`src/rtl/dma_pkg.sv`:
```
package dma_pkg;
  typedef enum logic [2:0] {
    ST_IDLE    = 3'd0,
    ST_GRANT   = 3'd1,
    ST_SETUP   = 3'd2,
    ST_STROBE  = 3'd3,
    ST_RELEASE = 3'd4
  } seq_state_t;

  localparam logic [1:0] REG_CTRL = 2'd0;
  localparam logic [1:0] REG_DEV  = 2'd1;
  localparam logic [1:0] REG_MEM  = 2'd2;
  localparam logic [1:0] REG_CNT  = 2'd3;

  localparam int CTRL_DIR_BIT = 0;
  localparam int CTRL_ARM_BIT = 1;
  localparam int CTRL_IRQ_BIT = 2;
endpackage

```
`src/rtl/dma_cfg_regs.sv`:
```
module dma_cfg_regs
  import dma_pkg::*;
#(
  parameter int DATA_W = 16,
  parameter int AW     = 16,
  parameter int CW     = 16,
  parameter int DEV_W  = 8
) (
  input  logic              clk,
  input  logic              rst_n,
  input  logic              we,
  input  logic [1:0]        addr,
  input  logic [DATA_W-1:0] wdata,
  output logic [DATA_W-1:0] rdata,
  input  logic              busy,
  input  logic              step,
  output logic              dir,
  output logic              arm,
  output logic [DEV_W-1:0]  dev_addr,
  output logic [AW-1:0]     mem_addr,
  output logic              cnt_zero,
  output logic              irq
);
  logic [CW-1:0] cnt_q;
  logic          cfg_wr;
  logic          irq_clr;
  logic          last_item;

  assign cfg_wr    = we && !busy;
  assign irq_clr   = we && (addr == REG_CTRL) && wdata[CTRL_IRQ_BIT];
  assign cnt_zero  = (cnt_q == '0);
  assign last_item = step && cnt_zero;

  always_ff @(posedge clk) begin
    if (!rst_n) begin
      dir      <= 1'b0;
      arm      <= 1'b0;
      dev_addr <= '0;
      mem_addr <= '0;
      cnt_q    <= '0;
    end else begin
      if (cfg_wr) begin
        case (addr)
          REG_CTRL: begin
            dir <= wdata[CTRL_DIR_BIT];
            arm <= wdata[CTRL_ARM_BIT];
          end
          REG_DEV: dev_addr <= wdata[DEV_W-1:0];
          REG_MEM: mem_addr <= wdata[AW-1:0];
          default: cnt_q    <= wdata[CW-1:0];
        endcase
      end
      if (step) begin
        mem_addr <= mem_addr + AW'(1);
        cnt_q    <= cnt_q - CW'(1);
        if (cnt_zero) arm <= 1'b0;
      end
    end
  end

  always_ff @(posedge clk) begin
    if (!rst_n)         irq <= 1'b0;
    else if (last_item) irq <= 1'b1;
    else if (irq_clr)   irq <= 1'b0;
  end

  always_comb begin
    rdata = '0;
    case (addr)
      REG_CTRL: begin
        rdata[CTRL_DIR_BIT] = dir;
        rdata[CTRL_ARM_BIT] = arm;
        rdata[CTRL_IRQ_BIT] = irq;
      end
      REG_DEV: rdata[DEV_W-1:0] = dev_addr;
      REG_MEM: rdata[AW-1:0]    = mem_addr;
      default: rdata[CW-1:0]    = cnt_q;
    endcase
  end
endmodule

```
`src/rtl/dma_seq.sv`:
```
module dma_seq
  import dma_pkg::*;
(
  input  logic       clk,
  input  logic       rst_n,
  input  logic       arm,
  input  logic       dev_req,
  input  logic       hold_ack,
  input  logic       cnt_zero,
  output seq_state_t state,
  output logic       step
);
  seq_state_t nxt;

  always_comb begin
    nxt = state;
    case (state)
      ST_IDLE:    if (arm && dev_req) nxt = ST_GRANT;
      ST_GRANT:   if (hold_ack) nxt = ST_SETUP;
      ST_SETUP:   nxt = ST_STROBE;
      ST_STROBE:  nxt = ST_RELEASE;
      ST_RELEASE: begin
        if (cnt_zero)     nxt = ST_IDLE;
        else if (dev_req) nxt = ST_SETUP;
        else              nxt = ST_IDLE;
      end
      default:    nxt = ST_IDLE;
    endcase
  end

  always_ff @(posedge clk) begin
    if (!rst_n) state <= ST_IDLE;
    else        state <= nxt;
  end

  assign step = (state == ST_RELEASE);
endmodule

```
`src/rtl/dma_bus_drv.sv`:
```
module dma_bus_drv
  import dma_pkg::*;
#(
  parameter int AW    = 16,
  parameter int DEV_W = 8
) (
  input  seq_state_t       state,
  input  logic             dir,
  input  logic [AW-1:0]    mem_addr,
  input  logic [DEV_W-1:0] dev_addr,
  output logic             hold_req,
  output logic             dev_ack,
  output logic             bus_oe,
  output logic [AW-1:0]    bus_addr,
  output logic [DEV_W-1:0] io_addr,
  output logic             mem_rd,
  output logic             mem_wr,
  output logic             io_rd,
  output logic             io_wr
);
  logic owning;
  logic pulse;

  assign owning   = (state == ST_SETUP) || (state == ST_STROBE) || (state == ST_RELEASE);
  assign pulse    = (state == ST_STROBE);
  assign hold_req = (state != ST_IDLE);
  assign dev_ack  = owning;
  assign bus_oe   = owning;
  assign bus_addr = owning ? mem_addr : '0;
  assign io_addr  = owning ? dev_addr : '0;
  assign mem_rd   = pulse && !dir;
  assign io_wr    = pulse && !dir;
  assign io_rd    = pulse && dir;
  assign mem_wr   = pulse && dir;
endmodule

```
`src/rtl/flyby_dma.sv`:
```
module flyby_dma
  import dma_pkg::*;
#(
  parameter int DATA_W = 16,
  parameter int AW     = 16,
  parameter int CW     = 16,
  parameter int DEV_W  = 8
) (
  input  logic              clk,
  input  logic              rst_n,
  input  logic              reg_we,
  input  logic [1:0]        reg_addr,
  input  logic [DATA_W-1:0] reg_wdata,
  output logic [DATA_W-1:0] reg_rdata,
  input  logic              dev_req,
  input  logic              hold_ack,
  output logic              hold_req,
  output logic              dev_ack,
  output logic              bus_oe,
  output logic [AW-1:0]     bus_addr,
  output logic [DEV_W-1:0]  io_addr,
  output logic              mem_rd,
  output logic              mem_wr,
  output logic              io_rd,
  output logic              io_wr,
  output logic              irq
);
  seq_state_t       state;
  logic             step;
  logic             dir;
  logic             arm;
  logic             cnt_zero;
  logic [DEV_W-1:0] dev_addr;
  logic [AW-1:0]    mem_addr;
  logic             busy;

  assign busy = (state != ST_IDLE);

  dma_cfg_regs #(.DATA_W(DATA_W), .AW(AW), .CW(CW), .DEV_W(DEV_W)) u_regs (
    .clk(clk), .rst_n(rst_n), .we(reg_we), .addr(reg_addr),
    .wdata(reg_wdata), .rdata(reg_rdata), .busy(busy), .step(step),
    .dir(dir), .arm(arm), .dev_addr(dev_addr), .mem_addr(mem_addr),
    .cnt_zero(cnt_zero), .irq(irq)
  );

  dma_seq u_seq (
    .clk(clk), .rst_n(rst_n), .arm(arm), .dev_req(dev_req),
    .hold_ack(hold_ack), .cnt_zero(cnt_zero), .state(state), .step(step)
  );

  dma_bus_drv #(.AW(AW), .DEV_W(DEV_W)) u_bus (
    .state(state), .dir(dir), .mem_addr(mem_addr), .dev_addr(dev_addr),
    .hold_req(hold_req), .dev_ack(dev_ack), .bus_oe(bus_oe),
    .bus_addr(bus_addr), .io_addr(io_addr), .mem_rd(mem_rd),
    .mem_wr(mem_wr), .io_rd(io_rd), .io_wr(io_wr)
  );
endmodule

```
`config.mk`:
```
export PLATFORM = sky130hd
export DESIGN_NAME = flyby_dma
export DESIGN_NICKNAME = d
export VERILOG_FILES = /design/src/rtl/dma_pkg.sv /design/src/rtl/dma_cfg_regs.sv /design/src/rtl/dma_seq.sv /design/src/rtl/dma_bus_drv.sv /design/src/rtl/flyby_dma.sv
export SDC_FILE = /design/constraint.sdc
export NUM_CORES = 1
export LEC_CHECK = 0
export BUFFER_PORTS_ARGS = -buffer_cell sky130_fd_sc_hd__buf_4
export CAP_MARGIN = 0
export CORE_MARGIN = 5
export CORE_UTILIZATION = 35
export DETAILED_ROUTE_END_ITERATION = 8
export GPL_ROUTABILITY_DRIVEN = 0
export HOLD_SLACK_MARGIN = 0.1
export PLACE_DENSITY_LB_ADDON = 0.08
export SYNTH_ARGS = -nofsm -noshare
export SYNTH_HDL_FRONTEND = slang
export SYNTH_SLANG_ARGS = --single-unit
export TNS_END_PERCENT = 10
```
`constraint.sdc`:
```
create_clock -name clk -period 4.4 [get_ports clk]
set_input_delay 0.88 -clock clk [delete_from_list [all_inputs] [get_ports clk]]
set_output_delay 0.88 -clock clk [all_outputs]
set_load 0.02 [all_outputs]
```
## Word-level counts from Yosys, hierarchy flattened

Cells that the tools add are included.

- Word-level logic and storage cells: 65
- Bits in registers: 46
- Input port bits: 23

- Equality and inequality tests: 9
- $add $sub $neg: 2
- Multiplexer cells: 22
- Reduce and logical (&&, ||, !) cells: 25

Operators by type and width:

| operator | count |
|---|---|
| 16-bit two-way mux | 7 |
| 16-bit by 1-bit adder with 16-bit output (second input constant) | 1 |
| 16-bit logical NOT | 1 |
| 8-bit case mux with 2 select lines | 1 |
| 16-bit by 1-bit subtractor with 16-bit output (second input constant) | 1 |
| 3-bit case mux with 5 select lines | 1 |
| 5-bit case mux with 3 select lines | 1 |
| 2-bit AND reduction | 5 |
| 3-bit two-way mux | 3 |
| 3-bit case mux with 3 select lines | 1 |
| 8-bit two-way mux | 1 |
| 1-bit logical AND | 7 |
| 3-bit by 2-bit equality test with 1-bit output (second input constant) | 2 |
| 1-bit two-way mux | 6 |
| 2-bit nonzero test | 3 |
| 2-bit by 1-bit != test with 1-bit output (second input constant) | 2 |
| 3-bit by 1-bit equality test with 1-bit output (second input constant) | 1 |
| 3-bit equality test (second input constant) | 1 |
| 3-bit logical NOT | 1 |
| 3-bit nonzero test | 1 |
| 3-bit OR reduction | 1 |
| 2-bit by 1-bit equality test with 1-bit output (second input constant) | 1 |
| 2-bit equality test (second input constant) | 1 |
| 1-bit logical NOT | 2 |
| 5 further kinds | 6 |

## Longest topological paths before layout

Gate-level depths: netlist (run 1).

- Depth in word-level cells: 6
- Depth in mapped cells: 7
- Mapped depth without buffers: 6

## Cells and area by module

A second synthesis (run 1) with hierarchy kept.

- Cell total of the unflattened synthesis: 357
- Area, all modules: 3121.7 um^2

By module, submodules not included:

| module | sequential area each (um^2) | times used | cells an instance | area an instance (um^2) |
|---|---|---|---|---|
| dma_cfg_regs | 860.8 | 1 | 301 | 2575.0 |
| dma_bus_drv | 0.0 | 1 | 38 | 380.4 |
| dma_seq | 60.1 | 1 | 17 | 160.2 |
| flyby_dma | 0.0 | 1 | 1 | 6.3 |

## Least setup slack after synthesis (run 1)

OpenSTA, ideal clock, no wires.

- Kind: input to output
- From: input reg_addr[0]
- To: output reg_rdata[10]
- Arrival time: 1.952 ns
- Required time: 3.520 ns
- Slack: 1.568 ns
- Stages: 4
- Path through: buf_2 > buf_1 > mux2i_1 > nor2b_1

- Word-level cells in the longest chain between the ends: 3

RTL lines:

| element | RTL line | source |
|---|---|---|
| from (decl) | flyby_dma.sv:12 | `input logic [1:0] reg_addr,` |
| 2-bit by 1-bit equality test with 1-bit output / 2-bit logical NOT (equally long branches) | dma_cfg_regs.sv:69 | `case (addr)` |
| 2-bit OR reduction (no line) | n/a |  |
| 8-bit case mux with 2 select lines (*) | dma_cfg_regs.sv:69 |  |
| to (decl) | flyby_dma.sv:14 | `output logic [DATA_W-1:0] reg_rdata,` |

Every way passes the cells marked *; elsewhere a longest branch is shown, timed or not.

## Worst setup path after layout (run 1)

- From: register u_seq.state[2]
- To: output bus_addr[4]

- Word-level cells in the longest chain between the ends: 4

RTL lines:

| element | RTL line | source |
|---|---|---|
| from (decl) | dma_seq.sv:10 | `output seq_state_t state,` |
| from (signal assigned) | dma_seq.sv:33 | `else state <= nxt;` |
| 3-bit by 2-bit equality test with 1-bit output | dma_bus_drv.sv:24 | `assign owning = (state == ST_SETUP) \|\| (state == ST_STROBE) \|\| (state == ST_RELEASE);` |
| 1-bit logical OR | dma_bus_drv.sv:24 |  |
| 1-bit logical OR (*) | dma_bus_drv.sv:24 |  |
| 16-bit two-way mux (*) | dma_bus_drv.sv:29 | `assign bus_addr = owning ? mem_addr : '0;` |
| to (decl) | flyby_dma.sv:20 | `output logic [AW-1:0] bus_addr,` |

Marked as above.

==> results_dict.tcl, run 1 <==
set metrics [dict create \
    skew_ns 0.00885 \
    critPathLaunchType "flop" \
    cts_setup_buffers 0 \
    tightest_slew_ns 0.933 \
    timing.rr.start "u_seq.state[2]$_SDFFE_PN0P_" \
    synth-seq-area-share_pct 30.5 \
    postRouteAntennaNets 0 \
    die-area_um2 10600 \
    holdPathStages 2 \
    cts.root.buffer_cell "clkbuf_8" \
    cts_tree "yes" \
    layout_setup_ws_ns 1.22 \
    max_freq_mhz 315 \
    hpwl_um 7000 \
    yosys_warnings 0 \
    maxCapViolCount 0 \
    status "finished clean" \
    min_period_ns 3.18 \
    die_h_um 103 \
    syn_inst 373 \
    post_cts_resized 0 \
    final_common_cell "buf_4" \
    drt-total-wl_um 10100 \
    portBuffers 70 \
    firstDrtPassIters 4 \
    ys.flop_type "dfxtp_1" \
    crit_chain "or3b_1 > buf_4 > o21ai_2 > and2_1 > buf_4" \
    grt_pass1_wl_um 15900 \
    path_buf_inv 2 \
    syn_nets 399 \
    core_um2 8550 \
    p_per_area_nw_per_um2 234 \
    peakVddDrop_v 0.000138 \
    ys_ff_latch 46 \
    slew_headroom_pct 37.8 \
    place_ws_ns 1.55 \
    fin_util_pct 42.8 \
    critPathMaxFanout 26 \
    r2r.worst_path.cells 5 \
    grt_pass1_vias 2871 \
    cts.sinks 46 \
    num_io_pins 71 \
    r2r_slack_ns 1.99 \
    wl_per_cell_um 19.0 \
    syn_avg_cell_area_um2 8.10 \
    hold_path.startpoint "u_regs.cnt_q[5]$_SDFFE_PN0P_" \
    clk_latency_ns 0.31 \
    post-place-cells 525 \
    path_delay_family "simple AND/OR/NAND/NOR gates" \
    grt_start_max_net_pins 46 \
    rsz0062_at_grt "no" \
    critPathMostFrequentCell "buf_4" \
    setup_viol 0 \
    first_iter_violations 134 \
    min_to "u_regs.cnt_q[5]$_SDFFE_PN0P_" \
    synth_edf_count 0 \
    gr-total-overflow 0 \
    r2r_end "u_regs.mem_addr[12]$_SDFFE_PN0P_" \
    report.final.slew_viol_count 0 \
    drive_above_1_share_pct 23.1 \
    hp-class "reg -> reg" \
    setup_tns_ns 0 \
    via_per_inst 5.74 \
    final_cell_mix "buf_4 (76), dfxtp_1 (46), and2_1 (30)" \
    cts_buffer_depth 2 \
    hold_slack_ns 0.514 \
    fin_crit_sh_pct 72.2 \
    cp_slowest_stage_delay_ns 0.60 \
    required_ns 3.52 \
    htreeDepth 2 \
    start_util_pct 35.4 \
    vias 3052 \
    n_antenna_cell 0 \
    synthArstFlopShare_pct 0 \
    stdcell_count 532 \
    hold_viol_final 0 \
    critPathSlowestCell "dfxtp_1" \
    ys_types 57 \
    final_nets 450 \
    antenna_found_initial 0 \
    areaGrowthSynthToFinish_pct 21.1 \
    clkTransAtPathRegs_ns 0.09 \
    std_cell_rows 34 \
    end_kind "output pin" \
    grt_usage_pct 19.5 \
    drc_errors 0 \
    netlist_area_um2 3020 \
    die_w_um 103 \
    cp.arrival_ns 2.30 \
    hold_buffers 0 \
    leakagePower_uw 0.00151 \
    crit_type "reg -> out" \
    numCtsBuffers 5 \
]
sequential cells by signal, summed over array words and instances (netlist names):
signal,count
u_regs.dev_addr,8
u_regs.mem_addr,16
u_regs.arm,1
u_regs.dir,1
u_seq.state,3
u_regs.irq,1
u_regs.cnt_q,16
routing by layer:
metal	wire, µm	vias to the layer above	track usage, %	share of wire [%]
met5	0	-	0	0
met4	90	0	4.88	0.89
met3	518	6	2.50	5.1
met2	4960	79	31.1	49
met1	4550	1471	27.7	45
li1	-	1496	-	-
logic make-up after synthesis:
group / share of synthesized area, %
AND/OR/NAND/NOR: 29.9
AO/OA/AOI/OAI: 20.9
flip-flops: 30.5
buffers and inverters: 6.00
multiplexers: 10.1
XOR/XNOR: 1.45
adder cells (fa/ha/maj): 1.24
stage by stage:
stage / total power [µW] / instance area, µm²
after global placement: 607 / 3580
after floorplan: 548 / 3020
after CTS: 865 / 3660
after detailed placement: 608 / 3580
final: 856 / 3660
after global routing: 898 / 3660
power by group:
group / internal (µW) / switching, µW / total (µW)
Combinational: 63.2 / 82.6 / 146
Sequential: 430 / 20.3 / 450
Clock: 107 / 152 / 260
Total: 601 / 255 / 856
tightest hold or removal path, cell delays in order, from the launching register on:
cell and delay [ns]:
dfxtp_1 0.35, nand3_1 0.07, a21oi_1 0.05
synth_stat cells, drive strengths merged, types with 12 or more instances:
master  instances  area, µm²
nor3           13       65.1
a31oi          13       81.3
nand2          21       78.8
nand3          13       65.1
a211oi         15        113
mux2i          18        180
and2           30        188
buf            17       95.1
clkbuf         15       56.3
o21ai          12       60.1
a21oi          21        105
nor2           21       78.8
dfxtp          46        921
area by class of cell:
cell class / count / area (µm²)
multi-input cells: 287 / 1920
clock buffers: 5 / 68.8
clock inverters: 2 / 10.0
flip-flops and latches: 46 / 921
inverters: 8 / 30.0
well taps: 108 / 135
fillers: 877 / 4890
repair buffers: 76 / 571
worst max path at each step:
stage,from,end,slack [ns],depth (start not counted)
floorplan,reg_addr[0],reg_rdata[10],1.57,4
global placement,u_seq.state[2]$_SDFFE_PN0P_,bus_addr[1],1.56,5
detailed placement,u_seq.state[2]$_SDFFE_PN0P_,bus_addr[1],1.55,5
CTS,u_seq.state[2]$_SDFFE_PN0P_,bus_addr[4],1.20,5
global route,u_seq.state[2]$_SDFFE_PN0P_,bus_addr[14],1.03,5
finish,u_seq.state[2]$_SDFFE_PN0P_,bus_addr[4],1.22,5
No activity file was read; power rests on OpenSTA's default activity.
==> run 2, diff against run 1 <==
- clock period: 4.4 -> 3 ns (I/O delays scaled with it)
==> run 2 against run 1 <==
  * First-iteration DRC count rose by 25%
  * Die area did not move
  * Sequential power rose by 47%
  * Flip-flop and latch count did not move
  * Critical endpoint unchanged
  * Largest power group unchanged
  * Highest routed layer unchanged
==> results_dict.tcl, run 2 (synthesis gave the netlist of run 1 again) <==
set metrics [dict create \
    status "finished clean" \
    final_nets 452 \
    hpwl_um 6990 \
    critPathMaxFanout 26 \
    gr-total-overflow 0 \
    required_ns 2.40 \
    holdPathStages 2 \
    num_io_pins 71 \
    leakagePower_uw 0.00153 \
    die-area_um2 10600 \
    n_antenna_cell 0 \
    start_util_pct 35.4 \
    netSwitchingFraction_pct 29.3 \
    cts_tree "yes" \
    hold_slack_ns 0.518 \
    first_iter_violations 168 \
    final_common_cell "buf_4" \
    cts.root.buffer_cell "clkbuf_8" \
    max_freq_mhz 364 \
    post-place-cells 527 \
    die_w_um 103 \
    cts_setup_buffers 0 \
    p_comb_share_pct 16.9 \
    drt-total-wl_um 10100 \
    p_seq_share_pct 51.1 \
    postRouteAntennaNets 0 \
    die_h_um 103 \
    portBuffers 70 \
    crit_type "reg -> out" \
    critPathLaunchType "flop" \
    skew_ns 0.00900 \
    r2r_end "u_regs.cnt_q[8]$_SDFFE_PN0P_" \
    drive_above_1_share_pct 23.4 \
    hold_viol_final 0 \
    via_per_inst 5.69 \
    min_to "u_regs.dev_addr[0]$_SDFFE_PN0P_" \
    hold_path.startpoint "u_regs.dev_addr[0]$_SDFFE_PN0P_" \
    final_cell_mix "buf_4 (78), dfxtp_1 (46), and2_1 (30)" \
    crit_path_start "u_seq.state[1]$_SDFFE_PN0P_" \
    drc_errors 0 \
    pwr-share-clk_pct 32.0 \
    cp.arrival_ns 2.15 \
    r2r_slack_ns 0.81 \
    wl_per_cell_um 18.8 \
    grt_pass1_vias 2897 \
    cts.sinks 46 \
    areaGrowthSynthToFinish_pct 22.0 \
    numCtsBuffers 5 \
    firstDrtPassIters 4 \
    fin_crit_sh_pct 91.5 \
    grt_pass1_wl_um 15900 \
    end_kind "output pin" \
    grt_start_max_net_pins 46 \
    r2r.worst_path.cells 6 \
    peakVddDrop_v 0.000151 \
    setup_tns_ns 0 \
    clkTransAtPathRegs_ns 0.09 \
    maxCapViolCount 0 \
    setup_viol 0 \
    cts_buffer_depth 2 \
    vias 3045 \
    hp-class "reg -> reg" \
    core_um2 8550 \
    htreeDepth 2 \
    p_per_area_nw_per_um2 350 \
    top_regs "u_regs.cnt_q x16, u_regs.mem_addr x16, u_regs.dev_addr x8" \
    timing.rr.start "u_regs.cnt_q[0]$_SDFFE_PN0P_" \
    stdcell_count 535 \
    clk_latency_ns 0.30 \
    min_period_ns 2.75 \
    antenna_found_initial 0 \
    grt_usage_pct 19.2 \
    std_cell_rows 34 \
    post_cts_resized 0 \
    report.final.slew_viol_count 0 \
    p_int_uw 912 \
    slew_headroom_pct 34.2 \
    tightest_slew_ns 0.987 \
    hold_buffers 0 \
    rsz0062_at_grt "no" \
    power.switching_uw 379 \
]
## run 2: changes by cell type in the layout (fill, tap and decap cells not counted), sizes merged
cell    previous run  this run
buf               76        78
clkbuf             5         7
clkinv             2         1
## run 2: worst max-delay path by stage
stage          slack, ns             to
5_1_grt            0.004    bus_addr[6]
6_report            0.25    bus_addr[4]
3_3_place_gp        0.63     io_addr[1]
4_1_cts             0.21    bus_addr[5]
3_5_place_dp        0.55    bus_addr[5]
2_1_floorplan       0.73  reg_rdata[10]
## run 2: worst max-delay path, cell delays in order, from the launching register on
cell	delay, ns
dfxtp_1	0.58
inv_1	0.10
o21ai_2	0.77
and2_1	0.24
buf_4	0.14
## run 2: routing by layer
layer / wire [µm] / up-vias / global-route usage [%]
met5: 0 / - / 0
met4: 50 / 0 / 4.28
met3: 561 / 4 / 3.04
met2: 4810 / 74 / 30.8
met1: 4630 / 1471 / 27.2
li1: - / 1496 / -
## run 2: layout make-up
| cell class | count | area (µm²) |
|---|---|---|
| fillers | 910 | 4860 |
| well taps | 108 | 135 |
| clock buffers | 7 | 86.3 |
| repair buffers | 78 | 586 |
| flip-flops and latches | 46 | 921 |
| multi-input cells | 287 | 1920 |
| inverters | 8 | 30.0 |
| clock inverters | 1 | 5.00 |
## run 2: stage by stage
step	utilization, %	area [µm²]	setup WS (ns)	total power [µW]
2_1_floorplan	-	3020	0.728	804
3_3_place_gp	42.1	3600	0.626	892
3_5_place_dp	42.1	3600	0.552	892
4_1_cts	43.1	3690	0.211	1300
5_1_grt	43.1	3690	0.00351	1350
6_report	43.1	3690	0.255	1290
## run 2: power groups by stage
stage | clock (µW) | combinational (µW) | sequential, µW
global route | 443 | 240 | 665
global placement | 0 | 218 | 673
floorplan | 0 | 141 | 663
finish | 413 | 218 | 660
detailed placement | 0 | 219 | 674
CTS | 423 | 220 | 659
==> run 3, diff against run 2 <==
--- a/config.mk
+++ b/config.mk
@@ -7,5 +7,5 @@
 export LEC_CHECK = 0
 export BUFFER_PORTS_ARGS = -buffer_cell sky130_fd_sc_hd__buf_4
-export CAP_MARGIN = 0
+export CAP_MARGIN = 30
 export CORE_MARGIN = 5
 export CORE_UTILIZATION = 35
@@ -14,4 +14,5 @@
 export HOLD_SLACK_MARGIN = 0.1
 export PLACE_DENSITY_LB_ADDON = 0.08
+export REMOVE_ABC_BUFFERS = 1
 export SYNTH_ARGS = -nofsm -noshare
 export SYNTH_HDL_FRONTEND = slang
==> constraint.sdc (replaced) <==
create_clock -name clk -period 3 [get_ports clk]
set_input_delay 0.6 -clock clk [delete_from_list [all_inputs] [get_ports clk]]
set_output_delay 0.6 -clock clk [all_outputs]
set_load 0.1 [all_outputs]
==> run 3 against run 2 <==
  * Count of clock-buffer cells in the layout unchanged
  * Clock power down 7.7%
  * Sequential power about the same
  * Final area fell by 0.48%
  * Global-route usage down 0.32 points
  * Setup slack worse by 0.065 ns
  * Fmax decreased by 2.3%
  * Via count grew 0.82%
  * Clock skew decreased by 0.0047 ns
  * Critical path depth unchanged
  * Hold slack worse by 0.0037 ns
  * Sequential share of layout area is 0.12 points higher
  * Critical endpoint is now bus_addr[6]
==> results_dict.tcl, run 3 (synthesis gave the netlist of run 1 again) <==
set metrics [dict create \
    final_cell_mix "buf_4 (75), dfxtp_1 (46), and2_1 (30)" \
    grt_pass1_vias 2848 \
    setup_viol 0 \
    netSwitchingFraction_pct 31.9 \
    stdcell_count 532 \
    hold_viol_final 0 \
    cts_setup_buffers 0 \
    hpwl_um 6740 \
    fin_crit_sh_pct 93.7 \
    skew_ns 0.00432 \
    status "finished clean" \
    end_kind "output pin" \
    rsz0062_at_grt "no" \
    hp-class "reg -> reg" \
    n_antenna_cell 0 \
    grt_pass1_wl_um 15700 \
    clk_latency_ns 0.30 \
    slew_headroom_pct 37.8 \
    critPathMaxFanout 26 \
    areaGrowthSynthToFinish_pct 21.4 \
    p_comb_share_pct 19.9 \
    hold_slack_ns 0.514 \
    power.switching_uw 414 \
    grt_usage_pct 18.9 \
    seqCellArea_um2 921 \
    wl_per_cell_um 18.8 \
    gr-total-overflow 0 \
    leakagePower_uw 0.00151 \
    drive_above_1_share_pct 22.6 \
    cts_buffer_depth 2 \
    num-fill-cells 899 \
    cts.root.buffer_cell "clkbuf_8" \
    hold_buffers 0 \
    post-route-cell-area_um2 3670 \
    final_common_cell "buf_4" \
    die-area_um2 10600 \
    std_cell_rows 34 \
    p_seq_share_pct 50.8 \
    multi_input_area_um2 1920 \
    htreeDepth 2 \
    die_w_um 103 \
    num_io_pins 71 \
    firstDrtPassIters 5 \
    drc_errors 0 \
    clkTransAtPathRegs_ns 0.09 \
    antenna_found_initial 0 \
    tightest_slew_ns 0.933 \
    setup_tns_ns 0 \
    drt-total-wl_um 9980 \
    place_ws_ns 0.497 \
    numCtsBuffers 5 \
    post_cts_resized 0 \
    vias 3070 \
    postRouteAntennaNets 0 \
    p_per_area_nw_per_um2 354 \
    peakVddDrop_v 0.000154 \
    p_int_uw 885 \
    cts.sinks 46 \
    layout_setup_ws_ns 0.189 \
    first_iter_violations 116 \
    start_util_pct 35.4 \
    portBuffers 70 \
    die_h_um 103 \
    grt_start_max_net_pins 46 \
    post-place-cells 525 \
    min_period_ns 2.81 \
    pwr-share-clk_pct 29.3 \
    final_nets 450 \
    max_freq_mhz 356 \
    report.final.slew_viol_count 0 \
    crit_type "reg -> out" \
    required_ns 2.40 \
    core_um2 8550 \
    dpl-instance-area_um2 3590 \
    cp.arrival_ns 2.21 \
    maxCapViolCount 0 \
    top_regs "u_regs.cnt_q x16, u_regs.mem_addr x16, u_regs.dev_addr x8" \
    critPathLaunchType "flop" \
    cts_tree "yes" \
    via_per_inst 5.77 \
]
-- run 3: final cells by class --
type                    count  area share (%)
multi-input cells         287            52.4
flip-flops and latches     46            25.1
repair buffers             76            15.9
well taps                 108            3.68
clock buffers               7            2.08
inverters                   8           0.818
-- run 3: stage by stage --
step / utilization [%] / total power [µW]
final: 42.9 / 1300
after global routing: 42.9 / 1350
after CTS: 42.9 / 1310
after detailed placement: 42.0 / 932
after global placement: 42.0 / 931
after floorplan: - / 832
-- run 3: path summary, 6_finish.rpt --
| path | slack [ns] | end | cells after the start | from |
|---|---|---|---|---|
| min reg2reg | 0.51 | u_regs.cnt_q[5]$_SDFFE_PN0P_ | 2 | u_regs.cnt_q[5]$_SDFFE_PN0P_ |
| min | 0.51 | u_regs.cnt_q[5]$_SDFFE_PN0P_ | 2 | u_regs.cnt_q[5]$_SDFFE_PN0P_ |
| max reg2reg | 0.82 | u_regs.mem_addr[12]$_SDFFE_PN0P_ | 5 | u_seq.state[2]$_SDFFE_PN0P_ |
| max | 0.19 | bus_addr[6] | 4 | u_seq.state[2]$_SDFFE_PN0P_ |
-- run 3: per-layer routing --
layer	vias to the layer above	track usage [%]	routed length (µm)
li1	1498	-	-
met1	1483	27.2	4760
met2	79	29.9	4700
met3	10	2.30	401
met4	0	5.08	123
met5	-	0	0
-- run 3: power by group through the flow --
stage / Sequential, µW / Clock, µW / Combinational, µW
2_1_floorplan: 664 / 0 / 168
3_3_place_gp: 673 / 0 / 258
3_5_place_dp: 674 / 0 / 259
4_1_cts: 659 / 388 / 260
5_1_grt: 664 / 410 / 281
6_report: 660 / 381 / 259
-- run 3: critical path, stage by stage, from the launching register on --
cell and delay, ns:
dfxtp_1 0.58, or3b_1 0.42, o21ai_2 0.37, and2_1 0.24, buf_4 0.29
